**src/rtl/can_boff_pkg.sv**
```systemverilog
// Package: shared types for the bus-off recovery sequencer.
// Assumes: nothing beyond standard SystemVerilog.
package can_boff_pkg;

    // Sequencer phases
    typedef enum logic [1:0] {
        ST_NORMAL   = 2'd0,
        ST_WAIT_CLR = 2'd1,
        ST_RECOVER  = 2'd2,
        ST_DONE     = 2'd3
    } boff_state_e;

endpackage

```
**src/rtl/boff_ctrl_fsm.sv**
```systemverilog
// Module: boff_ctrl_fsm
// Holds the sequencer phase and the init bit. Bus-off entry forces init and
// beats a CPU write in the same cycle. A CPU write of init=0 while waiting
// starts recovery. The final run moves to DONE, which lasts one cycle.
// Assumes: last_run_i is high only in ST_RECOVER, on the edge of the final run.
module boff_ctrl_fsm
    import can_boff_pkg::*;
(
    input  logic        clk,
    input  logic        rst_n,
    input  logic        busoff_i,
    input  logic        cpu_wr_i,
    input  logic        cpu_init_i,
    input  logic        last_run_i,
    output boff_state_e state_o,
    output logic        init_o
);

    boff_state_e state_q, state_d;
    logic        init_q, init_d;

    // Next-phase decision
    always_comb begin
        state_d = state_q;
        unique case (state_q)
            ST_NORMAL:   if (busoff_i) state_d = ST_WAIT_CLR;
            ST_WAIT_CLR: if (cpu_wr_i && !cpu_init_i) state_d = ST_RECOVER;
            ST_RECOVER:  if (last_run_i) state_d = ST_DONE;
            ST_DONE:     state_d = ST_NORMAL;
            default:     state_d = ST_NORMAL;
        endcase
    end

    // Next init value: bus-off entry forces it, otherwise CPU writes apply
    always_comb begin
        init_d = init_q;
        if (state_q == ST_NORMAL && busoff_i) init_d = 1'b1;
        else if (cpu_wr_i)                    init_d = cpu_init_i;
    end

    // State and init registers
    always_ff @(posedge clk) begin
        if (!rst_n) begin
            state_q <= ST_NORMAL;
            init_q  <= 1'b0;
        end else begin
            state_q <= state_d;
            init_q  <= init_d;
        end
    end

    assign state_o = state_q;
    assign init_o  = init_q;

    AST_BUSOFF_SETS_INIT: assert property (@(posedge clk) disable iff (!rst_n)
        (state_q == ST_NORMAL && busoff_i) |=> (init_q && state_q == ST_WAIT_CLR));
    AST_DONE_ONE_CYCLE: assert property (@(posedge clk) disable iff (!rst_n)
        (state_q == ST_DONE) |=> (state_q == ST_NORMAL));
    AST_WAIT_NEEDS_CLEAR: assert property (@(posedge clk) disable iff (!rst_n)
        (state_q == ST_WAIT_CLR && !(cpu_wr_i && !cpu_init_i)) |=> (state_q == ST_WAIT_CLR));

endmodule

```
**src/rtl/boff_run_len.sv**
```systemverilog
// Module: boff_run_len
// Measures the current run of consecutive recessive samples. It flags the
// sample that completes a run and restarts at zero, so runs never overlap.
// A dominant sample restarts the run. When not enabled the length is held.
// Assumes: clr_i and en_i are never high together.
module boff_run_len #(
    parameter int RUN_LEN = 11
) (
    input  logic clk,
    input  logic rst_n,
    input  logic clr_i,
    input  logic en_i,
    input  logic bit_valid_i,
    input  logic bit_level_i,
    output logic run_done_o
);

    localparam int LEN_W = (RUN_LEN > 1) ? $clog2(RUN_LEN) : 1;
    localparam logic [LEN_W-1:0] LEN_LAST = LEN_W'(RUN_LEN - 1);

    logic [LEN_W-1:0] len_q;
    logic             take;

    assign take       = en_i && bit_valid_i;
    assign run_done_o = take && bit_level_i && (len_q == LEN_LAST);

    // Run-length register
    always_ff @(posedge clk) begin
        if (!rst_n || clr_i) begin
            len_q <= '0;
        end else if (take) begin
            if (!bit_level_i || run_done_o) len_q <= '0;
            else                            len_q <= len_q + 1'b1;
        end
    end

    AST_RUN_LEN_BOUND: assert property (@(posedge clk) disable iff (!rst_n)
        len_q <= LEN_LAST);
    AST_DOMINANT_RESTARTS: assert property (@(posedge clk) disable iff (!rst_n)
        (take && !bit_level_i) |=> (len_q == '0));
    AST_PAUSE_HOLDS_LEN: assert property (@(posedge clk) disable iff (!rst_n)
        (!en_i && !clr_i) |=> $stable(len_q));

endmodule

```
**src/rtl/boff_run_count.sv**
```systemverilog
// Module: boff_run_count
// Counts completed idle runs and raises the one-cycle bit-0 error strobe for
// each one. It flags when the next run will be the last one needed.
// Assumes: inc_i is a single-cycle flag per run and never meets clr_i.
module boff_run_count #(
    parameter int RUNS_NEEDED = 129,
    parameter int REC_W       = $clog2(RUNS_NEEDED + 1)
) (
    input  logic             clk,
    input  logic             rst_n,
    input  logic             clr_i,
    input  logic             inc_i,
    output logic [REC_W-1:0] cnt_o,
    output logic             at_last_o,
    output logic             lec_o
);

    localparam logic [REC_W-1:0] CNT_LAST = REC_W'(RUNS_NEEDED - 1);
    localparam logic [REC_W-1:0] CNT_MAX  = REC_W'(RUNS_NEEDED);

    logic [REC_W-1:0] cnt_q;
    logic             lec_q;

    // Completed-run counter
    always_ff @(posedge clk) begin
        if (!rst_n || clr_i) cnt_q <= '0;
        else if (inc_i)      cnt_q <= cnt_q + 1'b1;
    end

    // Bit-0 error strobe, one cycle per run
    always_ff @(posedge clk) begin
        if (!rst_n) lec_q <= 1'b0;
        else        lec_q <= inc_i;
    end

    assign cnt_o     = cnt_q;
    assign at_last_o = (cnt_q == CNT_LAST);
    assign lec_o     = lec_q;

    AST_NO_OVERFLOW: assert property (@(posedge clk) disable iff (!rst_n)
        cnt_q <= CNT_MAX);
    AST_STROBE_WITH_STEP: assert property (@(posedge clk) disable iff (!rst_n)
        lec_q |-> (cnt_q == $past(cnt_q) + 1'b1));

endmodule

```
**src/rtl/can_busoff_recovery.sv**
```systemverilog
// Module: can_busoff_recovery (top)
// Bus-off recovery sequencer. It forces init on bus-off entry and waits for
// software to clear it. It then counts idle runs of recessive samples, giving
// one bit-0 error strobe per run. After the last run it pulses the
// error-counter reset and returns to normal.
// Assumes: the samples are already bit-timed; bit_level_i=1 is recessive.
module can_busoff_recovery
    import can_boff_pkg::*;
#(
    parameter int RUN_LEN     = 11,
    parameter int RUNS_NEEDED = 129,
    parameter int REC_W       = $clog2(RUNS_NEEDED + 1)
) (
    input  logic             clk,
    input  logic             rst_n,
    input  logic             busoff_i,
    input  logic             bit_valid_i,
    input  logic             bit_level_i,
    input  logic             cpu_wr_i,
    input  logic             cpu_init_i,
    output logic             init_o,
    output logic             bus_en_o,
    output logic [REC_W-1:0] run_cnt_o,
    output logic             lec_bit0_o,
    output logic             err_reset_o
);

    boff_state_e state;
    logic        init_bit;
    logic        count_en;
    logic        len_clr;
    logic        run_done;
    logic        cnt_clr;
    logic        at_last;
    logic        last_run;

    // Counting only happens in recovery with init cleared
    assign count_en = (state == ST_RECOVER) && !init_bit;
    assign len_clr  = (state == ST_NORMAL);
    assign cnt_clr  = (state == ST_DONE) || (state == ST_NORMAL && busoff_i);
    assign last_run = run_done && at_last;

    boff_ctrl_fsm u_fsm (
        .clk        (clk),
        .rst_n      (rst_n),
        .busoff_i   (busoff_i),
        .cpu_wr_i   (cpu_wr_i),
        .cpu_init_i (cpu_init_i),
        .last_run_i (last_run),
        .state_o    (state),
        .init_o     (init_bit)
    );

    boff_run_len #(.RUN_LEN(RUN_LEN)) u_len (
        .clk         (clk),
        .rst_n       (rst_n),
        .clr_i       (len_clr),
        .en_i        (count_en),
        .bit_valid_i (bit_valid_i),
        .bit_level_i (bit_level_i),
        .run_done_o  (run_done)
    );

    boff_run_count #(.RUNS_NEEDED(RUNS_NEEDED), .REC_W(REC_W)) u_cnt (
        .clk       (clk),
        .rst_n     (rst_n),
        .clr_i     (cnt_clr),
        .inc_i     (run_done),
        .cnt_o     (run_cnt_o),
        .at_last_o (at_last),
        .lec_o     (lec_bit0_o)
    );

    assign init_o      = init_bit;
    assign bus_en_o    = (state == ST_NORMAL) && !init_bit;
    assign err_reset_o = (state == ST_DONE);

    AST_NO_COUNT_WHILE_INIT: assert property (@(posedge clk) disable iff (!rst_n)
        (state == ST_WAIT_CLR || (state == ST_RECOVER && init_bit)) |=> $stable(run_cnt_o));
    AST_ERR_RESET_CLEARS: assert property (@(posedge clk) disable iff (!rst_n)
        err_reset_o |=> (run_cnt_o == '0 && !err_reset_o));
    AST_NORMAL_NO_COUNT: assert property (@(posedge clk) disable iff (!rst_n)
        (state == ST_NORMAL && !busoff_i) |=> $stable(run_cnt_o));

endmodule

```
**config.mk**
```make
export PLATFORM = sky130hd
export DESIGN_NAME = can_busoff_recovery
export DESIGN_NICKNAME = d
export VERILOG_FILES = /design/src/rtl/can_boff_pkg.sv /design/src/rtl/boff_ctrl_fsm.sv /design/src/rtl/boff_run_len.sv /design/src/rtl/boff_run_count.sv /design/src/rtl/can_busoff_recovery.sv
export SDC_FILE = /design/constraint.sdc
export NUM_CORES = 1
export LEC_CHECK = 0
export CORE_MARGIN = 1.5
export CORE_UTILIZATION = 25
export DETAILED_ROUTE_END_ITERATION = 6
export GPL_TIMING_DRIVEN = 0
export MAX_ROUTING_LAYER = met4
export SYNTH_ARGS = -nofsm -noshare
export SYNTH_HDL_FRONTEND = slang
export SYNTH_SLANG_ARGS = --single-unit
export TNS_END_PERCENT = 30
```
**constraint.sdc**
```tcl
create_clock -name clk -period 1.45 [get_ports clk]
set_input_delay 0.435 -clock clk [delete_from_list [all_inputs] [get_ports clk]]
set_output_delay 0.435 -clock clk [all_outputs]
set_load 0.005 [all_outputs]
```
==> metrics.log <==
[metrics] run status: finished with violations
[metrics] violations in the final reports: negative setup slack
[metrics] aggregate global routing overflow: 0
[metrics] vias in the first global route: 782
[metrics] fraction of synthesized area in multiplexers: 0%
[metrics] number of vias per cell after detailed routing: 4.652
[metrics] hold path depth: 2
[metrics] total of flip-flops plus latches after synthesis: 16
[metrics] launch instance of the worst register-to-register path: u_fsm.state_o[0]
[metrics] GRT met2 Usage: 23.31%
[metrics] global-route wire length before repair: 3.429 mm
[metrics] area share of the largest cell type after synthesis: 37.05%
[metrics] fraction of layout instances using a drive strength above 1: 43.70%
[metrics] Synth Area in XOR/XNOR: 10.13%
[metrics] pin count of the biggest net entering global routing: 10
[metrics] area of the die: 0.003820 mm^2
[metrics] share of synthesized flip-flops with an asynchronous set or reset: 0%
[metrics] antenna violations before repair: 0
[metrics] top-level I/O count: 19
[metrics] Worst IR Drop VDD: 0.3571 mV
[metrics] most utilized layer in the global route result: met2
[metrics] clock latency at the later pin of the worst-skew pair: 0.29 ns
[metrics] GRT Total Usage: 12.72%
[metrics] register-to-register path setup slack: -0.19 ns
[metrics] total of fill cells in the finished design: 335
[metrics] cell-by-cell trace of the critical path: clkdlybuf4s50_1 -> and3b_1 -> buf_6 -> a41oi_4 -> or3b_1 -> a21oi_2
[metrics] final core utilization: 43.87%
[metrics] post-synthesis compound-gate area fraction: 9.551%
[metrics] Ant. Diodes: 0
[metrics] worst hold path type: flop to flop
[metrics] netlist area before placement: 864.6 um^2
[metrics] kind of critical path: input port to flop
[metrics] clock tree skew after final layout: 0.008202 ns
[metrics] # DRC: 0
[metrics] Setup-failing EPs final: 13
[metrics] TritonCTS clock tree: yes
[metrics] number of sinks driven by the clock tree: 16
[metrics] RSZ-0062 raised after global routing: yes
[metrics] final estimated routing congestion in global placement: 0.8225
[metrics] maximum level of the CTS H-tree: 1
[metrics] IO Port Bufs: 18
[metrics] per-instance average area after synthesis: 9.006 um^2
[metrics] wire length per cell after detailed routing: 12.99 um
[metrics] DP Wirelength: 1.459 mm
[metrics] number of nets in the layout: 152
[metrics] instance count of the mapped netlist: 96
[metrics] adder-cell share of the synthesized area: 13.02%
[metrics] post-route ant nets: 0
[metrics] post-detailed-routing wire length: 2.352 mm
[metrics] slowest library cell on the worst path: sky130_fd_sc_hd__clkdlybuf4s50_1
[metrics] effective utilization at floorplan: 25.91%
[metrics] clock transition at the register clock pins on the worst setup and hold paths after CTS: 0.10 ns
[metrics] total number of placement rows: 21
[metrics] Register-to-Register Path Depth: 8
[metrics] Final WS setup: -0.2084 ns
[metrics] EDFF count, synth: 0
[metrics] share of the yosys chip area belonging to registers: 37.05%
[metrics] DRT Pass-1 Iters: 3
[metrics] total power after layout: 0.001468 W
[metrics] Max stage delay on crit path: 0.52 ns
[metrics] Final min period: 1.658 ns
[metrics] worst hold margin: 0.5296 ns
[metrics] most common cell after layout, fill and taps aside: sky130_fd_sc_hd__nor2_1
[metrics] cell taking the most area after synthesis: sky130_fd_sc_hd__dfxtp_1
[metrics] Syn. warnings: 0
[metrics] vias: 842
[metrics] cell leakage power: 0.6536 nW
[metrics] core area: 0.003337 mm^2
[metrics] global routing usage on met3: 2.484%
[metrics] area growth from synthesis to layout: 69.32%
[metrics] worst path arrival time: 1.89 ns
[metrics] destination of the worst register-to-register timing path: u_fsm.state_o[1]
[metrics] CP max FO: 3
[metrics] origin of the worst min-delay path: u_cnt.cnt_o[7]
[metrics] most frequent cells in the layout: sky130_fd_sc_hd__nor2_1, sky130_fd_sc_hd__dlygate4sd2_1, sky130_fd_sc_hd__buf_4
[metrics] prevailing post-synth register cell: sky130_fd_sc_hd__dfxtp_1
[metrics] power density over cell area: 1002 mW/mm^2
[metrics] element type at the critical path end: flop
[metrics] Synthesized Nets: 112
[metrics] Die Wd: 61.81 um
[metrics] area share of and/or/nand/nor cells after synthesis: 25.90%
[metrics] headroom to the max-slew limit: 75.61%
[metrics] DIE HEIGHT: 61.81 um
[metrics] TritonCTS buffer count: 3
[metrics] violation count after the first detailed-routing iteration: 32
[metrics] crit share post-route: 114.4%
[metrics] Final Hold Fails: 0
[metrics] data required time at the worst endpoint: 1.68 ns
[metrics] sort of element at the start of the critical path: input port
[metrics] number of distinct standard cells referenced by the synthesized netlist: 27
[metrics] largest family of logic cells by synthesized area: simple AND/OR/NAND/NOR gates
[metrics] Worst-Margin Slew: 0.3648 ns
[metrics] largest cells by area after synthesis: sky130_fd_sc_hd__dfxtp_1, sky130_fd_sc_hd__ha_1, sky130_fd_sc_hd__xnor2_1
[metrics] end point of the worst hold path: u_cnt.cnt_o[7]
[metrics] number of pins with negative max-slew slack in the final report: 0
[metrics] Root Buffer: sky130_fd_sc_hd__clkbuf_4
[metrics] fmax: 0.6030 GHz
[metrics] Maximum Capacitance Violations: 0
[metrics] Clock Tree Buf Depth: 2
[metrics] met1 track demand over resource in global routing: 12.72%
[final cells by class]
class	instances	area, um^2	area share, %
Buffer	1	11.26	0.7692
Clock buffer	4	36.28	2.479
Multi-Input combinational cell	71	664.4	45.38
Inverter	8	32.53	2.222
Tap cell	46	57.56	3.932
Timing Repair Buffer	35	306.5	20.94
Sequential cell	16	355.3	24.27
[state kept, by name, indices dropped and copies added, names as in the netlist]
name / cells
u_fsm.init_o: 1
u_cnt.cnt_o: 8
u_fsm.state_o: 2
u_len.len_q: 4
u_cnt.lec_o: 1
[worst max-delay path by stage]
stage,from,to,depth (start not counted)
after detailed placement,bit_level_i,u_fsm.state_o[1],5
after CTS,u_fsm.state_o[0],u_fsm.state_o[1],8
final,bit_valid_i,u_fsm.state_o[1],6
after floorplan,u_fsm.state_o[0],u_fsm.state_o[1],7
after global placement,bit_level_i,u_fsm.state_o[1],5
after global routing,u_fsm.state_o[0],u_fsm.state_o[1],8
[cell usage after synthesis (2+ instances only)]
master                     count
sky130_fd_sc_hd__o21ai_0       3
sky130_fd_sc_hd__nor3_1        4
sky130_fd_sc_hd__nand2_1       4
sky130_fd_sc_hd__nand4_1       2
sky130_fd_sc_hd__nand3b_1      2
sky130_fd_sc_hd__dfxtp_1      16
sky130_fd_sc_hd__xnor2_1       7
sky130_fd_sc_hd__nand3_1       4
sky130_fd_sc_hd__nor4_1        3
sky130_fd_sc_hd__ha_1          9
sky130_fd_sc_hd__xor2_1        3
sky130_fd_sc_hd__nor2_1       13
sky130_fd_sc_hd__a21oi_1       5
sky130_fd_sc_hd__inv_1         8
[what timing repair did]
| action | CTS | global route |
|---|---|---|
| gates resized for setup | 59 | 13 |
| hold buffers | 0 | 0 |
| setup buffers | 10 | 7 |
| pin swaps | 10 | 10 |
| setup endpoints to repair | 23 | 16 |
[metrics by stage]
step	setup TNS, ns	instances	setup WS [ns]	cell area [um^2]
final	-0.9321	181	-0.2084	1464
after CTS	-0.9695	174	-0.1889	1335
after global placement	-5.558	160	-0.5251	1131
after detailed placement	-5.839	160	-0.5549	1131
after floorplan	-0.007184	96	-0.007184	893.4
after global routing	-1.788	181	-0.2667	1464
[layer usage]
layer	vias to the layer above	part of all wire [%]
met5	-	0
met4	0	1.2
met3	4	2.0
met2	13	58
met1	414	39
li1	411	-
[cell families after synthesis]
family / after synthesis
buffers and inverters: 9
XOR/XNOR: 10
adder cells (fa/ha/maj): 9
AO/OA/AOI/OAI: 12
AND/OR/NAND/NOR: 40
flip-flops: 16
[worst max-delay path, delay by kind of cell]
family | cells | cell delay (ns)
compound gates | 2 | 0.23
buf+inv | 2 | 0.64
simple gates | 2 | 0.59
[where the power goes]
group	leakage, nW	total, W	switching [W]	internal [W]
clock	0.0210	0.000304	0.000151	0.000153
combinational	0.494	0.000653	0.000308	0.000346
sequential	0.138	0.000510	0.0000368	0.000473
total	0.654	0.00147	0.000496	0.000972
No activity file was read; power rests on OpenSTA's default activity.
